<file path="config.mk">
export PLATFORM = sky130hd
export DESIGN_NAME = dlut_decomp
export DESIGN_NICKNAME = d
export VERILOG_FILES = /design/src/rtl/dlut_pkg.sv /design/src/rtl/dlut_sub.sv /design/src/rtl/dlut_route.sv /design/src/rtl/dlut_combine.sv /design/src/rtl/dlut_decomp.sv
export SDC_FILE = /design/constraint.sdc
export NUM_CORES = 1
export LEC_CHECK = 0
export ABC_AREA = 1
export CORE_AREA = 2 2 39 41
export CTS_CLUSTER_SIZE = 25
export DETAILED_ROUTE_END_ITERATION = 8
export DIE_AREA = 0 0 41 43
export DONT_BUFFER_PORTS = 1
export PLACE_DENSITY_LB_ADDON = 0.05
export SLEW_MARGIN = 10
export SYNTH_ARGS = -nofsm -noshare
export SYNTH_HDL_FRONTEND = slang
export SYNTH_SLANG_ARGS = --single-unit
</file>
<file path="constraint.sdc">
create_clock -name clk -period 1.6 [get_ports clk]
set_input_delay 0 -clock clk [delete_from_list [all_inputs] [get_ports clk]]
set_output_delay 0 -clock clk [all_outputs]
set_load 0.1 [all_outputs]
</file>
<file path="src/rtl/dlut_pkg.sv">
package dlut_pkg;
  localparam int SUB_AW    = 2;
  localparam int SUB_CELLS = 1 << SUB_AW;
  localparam int SUB_NUM   = 4;
  localparam int CFG_W     = SUB_NUM * SUB_CELLS;
  localparam int DIN_W     = SUB_NUM * SUB_AW;

  typedef enum logic [1:0] {
    MODE_QUAD2   = 2'd0,
    MODE_DUAL3   = 2'd1,
    MODE_SINGLE4 = 2'd2,
    MODE_RSVD    = 2'd3
  } mode_e;

  typedef struct packed {
    logic [SUB_NUM-1:0][SUB_AW-1:0] addr;
    logic                           s0;
    logic                           s1;
    logic                           s2;
  } route_t;
endpackage

</file>
<file path="src/rtl/dlut_sub.sv">
module dlut_sub #(
  parameter int AW = 2
) (
  input  logic [(1<<AW)-1:0] cells,
  input  logic [AW-1:0]      addr,
  output logic               y
);
  assign y = cells[addr];
endmodule

</file>
<file path="src/rtl/dlut_route.sv">
module dlut_route
  import dlut_pkg::*;
(
  input  mode_e            mode,
  input  logic [DIN_W-1:0] din,
  output route_t           rt
);
  always_comb begin
    for (int j = 0; j < SUB_NUM; j++) begin
      rt.addr[j] = din[j*SUB_AW +: SUB_AW];
    end
    rt.s0 = 1'b1;
    rt.s1 = 1'b1;
    rt.s2 = 1'b1;
    case (mode)
      MODE_DUAL3: begin
        rt.addr[0] = din[1:0];
        rt.addr[1] = din[1:0];
        rt.addr[2] = din[5:4];
        rt.addr[3] = din[5:4];
        rt.s0      = din[2];
        rt.s1      = din[6];
      end
      MODE_SINGLE4: begin
        for (int j = 0; j < SUB_NUM; j++) begin
          rt.addr[j] = din[1:0];
        end
        rt.s0 = din[2];
        rt.s1 = din[2];
        rt.s2 = din[3];
      end
      default: ;
    endcase
  end
endmodule

</file>
<file path="src/rtl/dlut_combine.sv">
module dlut_combine
  import dlut_pkg::*;
(
  input  mode_e              mode,
  input  logic [SUB_NUM-1:0] r,
  input  logic               s0,
  input  logic               s1,
  input  logic               s2,
  output logic [SUB_NUM-1:0] y
);
  logic p0, p1, q;

  assign p0 = s0 ? r[1] : r[0];
  assign p1 = s1 ? r[3] : r[2];
  assign q  = s2 ? p1   : p0;

  always_comb begin
    case (mode)
      MODE_QUAD2:   y = r;
      MODE_DUAL3:   y = {1'b0, p1, 1'b0, p0};
      MODE_SINGLE4: y = {3'b000, q};
      default:      y = '0;
    endcase
  end
endmodule

</file>
<file path="src/rtl/dlut_decomp.sv">
module dlut_decomp
  import dlut_pkg::*;
(
  input  logic               clk,
  input  logic               rst,
  input  logic [1:0]         mode,
  input  logic [CFG_W-1:0]   cfg,
  input  logic [DIN_W-1:0]   din,
  output logic [SUB_NUM-1:0] dout
);
  mode_e              mode_q;
  route_t             rt;
  logic [SUB_NUM-1:0] sub_y;
  logic [SUB_NUM-1:0] comb_y;

  assign mode_q = mode_e'(mode);

  dlut_route u_route (
    .mode (mode_q),
    .din  (din),
    .rt   (rt)
  );

  for (genvar g = 0; g < SUB_NUM; g++) begin : g_sub
    dlut_sub #(.AW(SUB_AW)) u_sub (
      .cells (cfg[g*SUB_CELLS +: SUB_CELLS]),
      .addr  (rt.addr[g]),
      .y     (sub_y[g])
    );
  end

  dlut_combine u_comb (
    .mode (mode_q),
    .r    (sub_y),
    .s0   (rt.s0),
    .s1   (rt.s1),
    .s2   (rt.s2),
    .y    (comb_y)
  );

  always_ff @(posedge clk) begin
    if (rst) dout <= '0;
    else     dout <= comb_y;
  end

  AST_RST_CLEAR: assert property (@(posedge clk) rst |=> dout == '0);
  AST_DUAL_IDLE_ZERO: assert property (@(posedge clk) disable iff (rst)
    mode == 2'd1 |=> (dout[1] == 1'b0 && dout[3] == 1'b0));
  AST_SINGLE_IDLE_ZERO: assert property (@(posedge clk) disable iff (rst)
    mode == 2'd2 |=> dout[3:1] == 3'b000);
  AST_SINGLE_VALUE: assert property (@(posedge clk) disable iff (rst)
    mode == 2'd2 |=> dout[0] == $past(cfg[din[3:0]]));
  AST_RSVD_ZERO: assert property (@(posedge clk) disable iff (rst)
    mode == 2'd3 |=> dout == '0);
endmodule

</file>
==> impl_metrics.csv, run 1 <==
group,metric,value,unit
status,outcome,"complete, no violations",
timing,period_share,0.752,
setup_path,arrival,1.37,ns
detailed_routing,via_per_inst,5.00,
power,ir_drop,180,uV
yosys,ys_top_cells_by_area,"nand2_1 (21%), nand3_1 (16%), dfxtp_1 (15%), ha_1 (9.5%), inv_1 (6.4%)",
yosys,yosysTopAreaCell,"nand2_1",
global_routing,met3_usage,0.0157,
setup_path,required,1.77,ns
global_routing,grt_use_total,0.150,
global_routing,grt_start_max_net_pins,13,
timing,hold_viol,0,
setup_path,cp_max_fo,12,
timing,timing.fmax,831,MHz
yosys,synthesis.area,526,um2
yosys,synth_warnings,0,
die,start_util,0.380,
global_routing,grt_pass1_wl,1900,um
detailed_routing,num_vias,565,
setup_path,path_class,"primary input to register",
clock_tree,cts_setup_buffers,0,
yosys,ys_seq_area_frac,0.152,
yosys,yosys_register_bits,4,
detailed_routing,drt_iter0_markers,13,
yosys,synth-edff-count,0,
worst_hold_path,hold_depth,4,
global_routing,gr-max-usage-layer,"met2",
layout,final_util,0.433,
layout,top_register,"dout",
timing,slew_headroom,0.764,
setup_path,worstSetupStartpointType,"primary input",
global_routing,grt_pass1_vias,488,
setup_path,slowest_delay,0.44,ns
yosys,synth_commonest_cells,"nand2_1 (29), nand3_1 (17), inv_1 (9)",
yosys,ys_types,19,
clock_tree,cts_num_sinks,4,
layout,finalNetCount,131,
clock_tree,path_clk_slew,0.03,ns
global_routing,antenna_found_initial,0,
timing,worst_pin_slew,0.354,ns
yosys,synth_flop_cell,"dfxtp_1",
detailed_routing,drc,0,
detailed_routing,antenna_left,0,
layout,reg_top3,"dout x4",
yosys,post-synth-top-count-cell,"nand2_1",
timing,maxSlewViolCount,0,
timing,timing.hold.ws,0.0356,ns
timing,timing.setup.tns,0,ns
yosys,ys_async_sr_fraction,0,
die,fp.dieW,41,um
power,powerDensity,717,nW/um2
placed_design,placed_area,557,um2
clock_tree,cts_buffer_depth,2,
die,pin_count,32,
power,leakage,0.314,nW
global_routing,grt_use_met1,0.212,
global_routing,grt_remaining_overflow,0,
detailed_routing,dr.pass1.iters,4,
clock_tree,htreeDepth,1,
placed_design,gp_congestion,0.750,
layout,n_antenna_cell,0,
die,placementRows,14,
die,core_area,1380,um2
setup_path,cp_common_cell,"nand2_1",
yosys,syn_inst,90,
die,die-height,43,um
timing,setup_violations,0,
layout,synthToLayoutAreaGrowth,14.0,%
clock_tree,cts_tree,"built",
yosys,syn_area_per_cell,5.84,um2
die,fp.dieArea,1760,um2
worst_hold_path,min_path_type,"primary input to register",
timing,rsz0062_at_grt,"no",
global_routing,use_met2,0.222,
clock_tree,cts.repair.resized,0,
clock_tree,cts-hold-fix-buffers,2,
timing,period_minus_slack,1.20,ns
layout,drive_gt1_frac,0.124,
layout,largest_reg_flops,4,
yosys,synth_top_area_share,0.207,
placed_design,io_buffers,0,
setup_path,crit_slowest_cell,"ha_1",
detailed_routing,routed_wl,1200,um
layout,fin_area,599,um2
detailed_routing,wl_per_cell,10.6,um
clock_tree,numCtsBuffers,3,
setup_path,critical_path.cell_chain,"inv_1, ha_1, or2_1, nand2_1, nand2_1, nand3_1, nand3_1, nand2_1, nand2_1, a21oi_2",
placed_design,hpwlAfterDp,993,um
clock_tree,root_buffer,"clkbuf_4",
job,maxCapViolations,0,
yosys,syn_nets,122,
setup_path,end_kind,"register",
==> layout by cell type, fill, tap and decap left out, types with 2 or more instances in the layout <==
cell type      netlist  final
a21oi_1              2      2
a21oi_2              2      2
buf_4                1      4
clkbuf_4             0      3
dfxtp_1              4      4
dlygate4sd3_1        0      2
ha_1                 4      4
inv_1                9      9
nand2_1             29     29
nand3_1             17     17
nand3b_1             2      2
nor2_1               7      7
o21ai_0              3      3
or2_1                3      3
==> final timing paths <==
| path | startpoint | slack, ns | end |
|---|---|---|---|
| max | mode[0] | 0.40 | dout[0] |
| min | cfg[6] | 0.04 | dout[1] |
==> per-stage QoR <==
| stage | std cells | setup slack [ns] | power (mW) |
|---|---|---|---|
| 6_report | 113 | 0.396 | 0.430 |
| 5_1_grt | 113 | 0.271 | 0.464 |
| 4_1_cts | 113 | 0.390 | 0.439 |
| 3_5_place_dp | 108 | 0.155 | 0.309 |
| 3_3_place_gp | 108 | 0.156 | 0.309 |
| 2_1_floorplan | 90 | 0.306 | 0.284 |
==> layer usage <==
layer	part of all wire	vias to the layer above
li1	-	306
met1	0.45	237
met2	0.46	22
met3	0.088	0
met4	0	0
met5	0	-
==> cells by family (layout without fill, tap and decap cells) <==
group	count (synthesis)	in the layout	share of synthesized area
fa+ha+maj	4	4	0.0952
buf+inv	11	18	0.100
simple gates	62	62	0.543
flops	4	4	0.152
compound gates	9	9	0.110
==> power breakdown <==
| group | internal (mW) | leakage, nW | total, mW | switching [mW] |
|---|---|---|---|---|
| Clock | 0.0835 | 0.0138 | 0.120 | 0.0361 |
| Combinational | 0.0690 | 0.268 | 0.203 | 0.134 |
| Sequential | 0.106 | 0.0326 | 0.108 | 0.00130 |
==> critical path, delay by kind of cell <==
kind	cells	cell delay, ns
simple gates	7	0.77
fa+ha+maj	1	0.44
compound gates	1	0.12
buf+inv	1	0.03
==> area by class of cell <==
cell class | count | area (um2)
clock buffers | 3 | 22.5
fillers | 148 | 785
inverters | 9 | 33.8
multi-input cells | 75 | 393
flip-flops and latches | 4 | 80.1
well taps | 16 | 20.0
repair buffers | 6 | 50.0
Note: power is estimated with default switching activity, not from simulation.
==> inputs of run 2 (changes only) <==
==> constraint.sdc (replaced) <==
create_clock -name clk -period 1.2 [get_ports clk]
set_input_delay 0 -clock clk [delete_from_list [all_inputs] [get_ports clk]]
set_output_delay 0 -clock clk [all_outputs]
set_load 0.1 [all_outputs]
==> run 2 against run 1 <==
Net effect:
- die area stayed put
- power is 40% higher
- flip-flop and latch count stayed put
- sequential power is 33% higher
- first-iteration DRC count is 77% lower
- worst setup slack worse by 0.23 ns
- clock power is 36% higher
- global-route usage is 0.46 points higher
- final area is 7.5% higher
- count of clock-buffer cells in the layout stayed put
- sequential share of layout area is 0.93 points lower
- critical endpoint unchanged
- largest power group unchanged
- highest routed layer unchanged
==> impl_metrics.csv, run 2 (synthesis gave the netlist of run 1 again) <==
group,metric,value,unit
layout,final_common_cell,"nand2_1",
placed_design,pre_cts_ws,-0.0790,ns
clock_tree,cts.repair.resized,0,
setup_path,critical_path.cell_chain,"inv_2, ha_1, nand2_1, nand3_1, nand2_2, nand2_1, nand3_1, nand2_1, nand2_1, a21oi_2, a21oi_2",
die,fp.dieW,41,um
job,maxCapViolations,0,
layout,final_cell_mix,"nand2_1 (29), nand3_1 (15), inv_1 (7), nor2_1 (7), buf_4 (7)",
layout,ff_latch_area,80.1,um2
layout,synthToLayoutAreaGrowth,22.6,%
power,ir_drop,388,uV
timing,period_share,0.863,
die,pin_count,32,
placed_design,dp.cells,111,
worst_hold_path,hold_depth,4,
worst_hold_path,min_path_type,"primary input to register",
global_routing,grt_use_total,0.154,
clock_tree,cts_num_sinks,4,
worst_hold_path,hold_end,"dout[3]",
detailed_routing,antenna_left,0,
layout,reg_top3,"dout x4",
die,core_area,1380,um2
timing,hold_viol,0,
layout,fin_area,644,um2
die,die-height,43,um
setup_path,required,1.32,ns
detailed_routing,drc,0,
layout,fillers,147,
layout,multiInputGateArea,415,um2
layout,n_antenna_cell,0,
timing,maxSlewViolCount,0,
layout,finalNetCount,134,
placed_design,gp_congestion,0.730,
die,start_util,0.380,
setup_path,path_delay_family,"simple AND/OR/NAND/NOR gates",
clock_tree,cts_tree,"built",
setup_path,cp_max_fo,6,
timing,setup_violations,0,
detailed_routing,drt_iter0_markers,3,
setup_path,crit_slowest_cell,"ha_1",
layout,drive_gt1_frac,0.200,
placed_design,hpwlAfterDp,1030,um
placed_design,placed_area,602,um2
clock_tree,cts_buffer_depth,2,
power,p_total,0.602,mW
detailed_routing,via_per_inst,4.78,
setup_path,arrival,1.16,ns
timing,setup_ws,0.164,ns
clock_tree,cts_setup_buffers,0,
detailed_routing,routed_wl,1160,um
setup_path,cp_common_cell,"nand2_1",
layout,top_register,"dout",
clock_tree,root_buffer,"clkbuf_4",
detailed_routing,num_vias,555,
global_routing,grt_start_max_net_pins,13,
timing,rsz0062_at_grt,"no",
status,outcome,"complete, no violations",
timing,period_minus_slack,1.04,ns
power,powerDensity,933,nW/um2
worst_hold_path,hold_start,"cfg[12]",
timing,worst_pin_slew,0.278,ns
power,leakage,0.331,nW
timing,slew_headroom,0.816,
layout,final_cells,116,
placed_design,io_buffers,0,
timing,timing.fmax,965,MHz
detailed_routing,dr.pass1.iters,3,
setup_path,path_buf_inv,1,
clock_tree,htreeDepth,1,
setup_path,slowest_delay,0.27,ns
global_routing,antenna_found_initial,0,
setup_path,path_class,"primary input to register",
die,fp.dieArea,1760,um2
die,placementRows,14,
clock_tree,path_clk_slew,0.04,ns
layout,largest_reg_flops,4,
global_routing,grt_remaining_overflow,0,
global_routing,grt_pass1_vias,521,
detailed_routing,wl_per_cell,10.0,um
setup_path,worstSetupStartpointType,"primary input",
clock_tree,numCtsBuffers,3,
setup_path,end_kind,"register",
global_routing,grt_pass1_wl,1930,um
==> run 2: routing by layer <==
layer | up-vias | wire [um] | global-route usage
met5 | - | 0 | 0
met4 | 0 | 0 | 0.0400
met3 | 0 | 80 | 0.0524
met2 | 19 | 528 | 0.241
met1 | 223 | 554 | 0.196
li1 | 313 | - | -
==> run 2: cell type report <==
| class | count | share of cell area |
|---|---|---|
| Tap cell | 16 | 0.0311 |
| Sequential cell | 4 | 0.124 |
| Multi-Input combinational cell | 75 | 0.645 |
| Clock buffer | 3 | 0.0350 |
| Timing Repair Buffer | 9 | 0.113 |
| Inverter | 9 | 0.0524 |
==> run 2: worst max path at each step <==
stage,startpoint,endpoint,slack [ns],cells past startpoint
global placement,mode[1],dout[0],-0.06,11
global route,mode[1],dout[2],0.05,11
finish,mode[1],dout[0],0.16,11
detailed placement,mode[1],dout[0],-0.08,11
floorplan,mode[1],dout[0],0.01,10
CTS,mode[1],dout[0],0.16,11
==> run 2: through the flow <==
| stage | TNS, ns | util | hold slack, ns |
|---|---|---|---|
| after global routing | 0 | 0.466 | 0.0766 |
| after detailed placement | -0.0870 | 0.435 | 0.201 |
| final | 0 | 0.466 | 0.0373 |
| after CTS | 0 | 0.466 | 0.0344 |
| after floorplan | 0 | - | 0.168 |
| after global placement | -0.0575 | 0.435 | 0.201 |
==> run 2: what timing repair did <==
item | in CTS | in global routing
setup endpoints to repair | 0 | 0
endpoints found under the hold margin | 1 | 0
hold buffers | 2 | 0
==> run 2: worst min-delay path: cells and delay by family <==
family        cells  cell delay, ns
simple gates      4            0.23
==> run 2: power breakdown <==
group / internal [mW] / switching (mW)
clock: 0.112 / 0.0516
sequential: 0.142 / 0.00185
combinational: 0.111 / 0.183
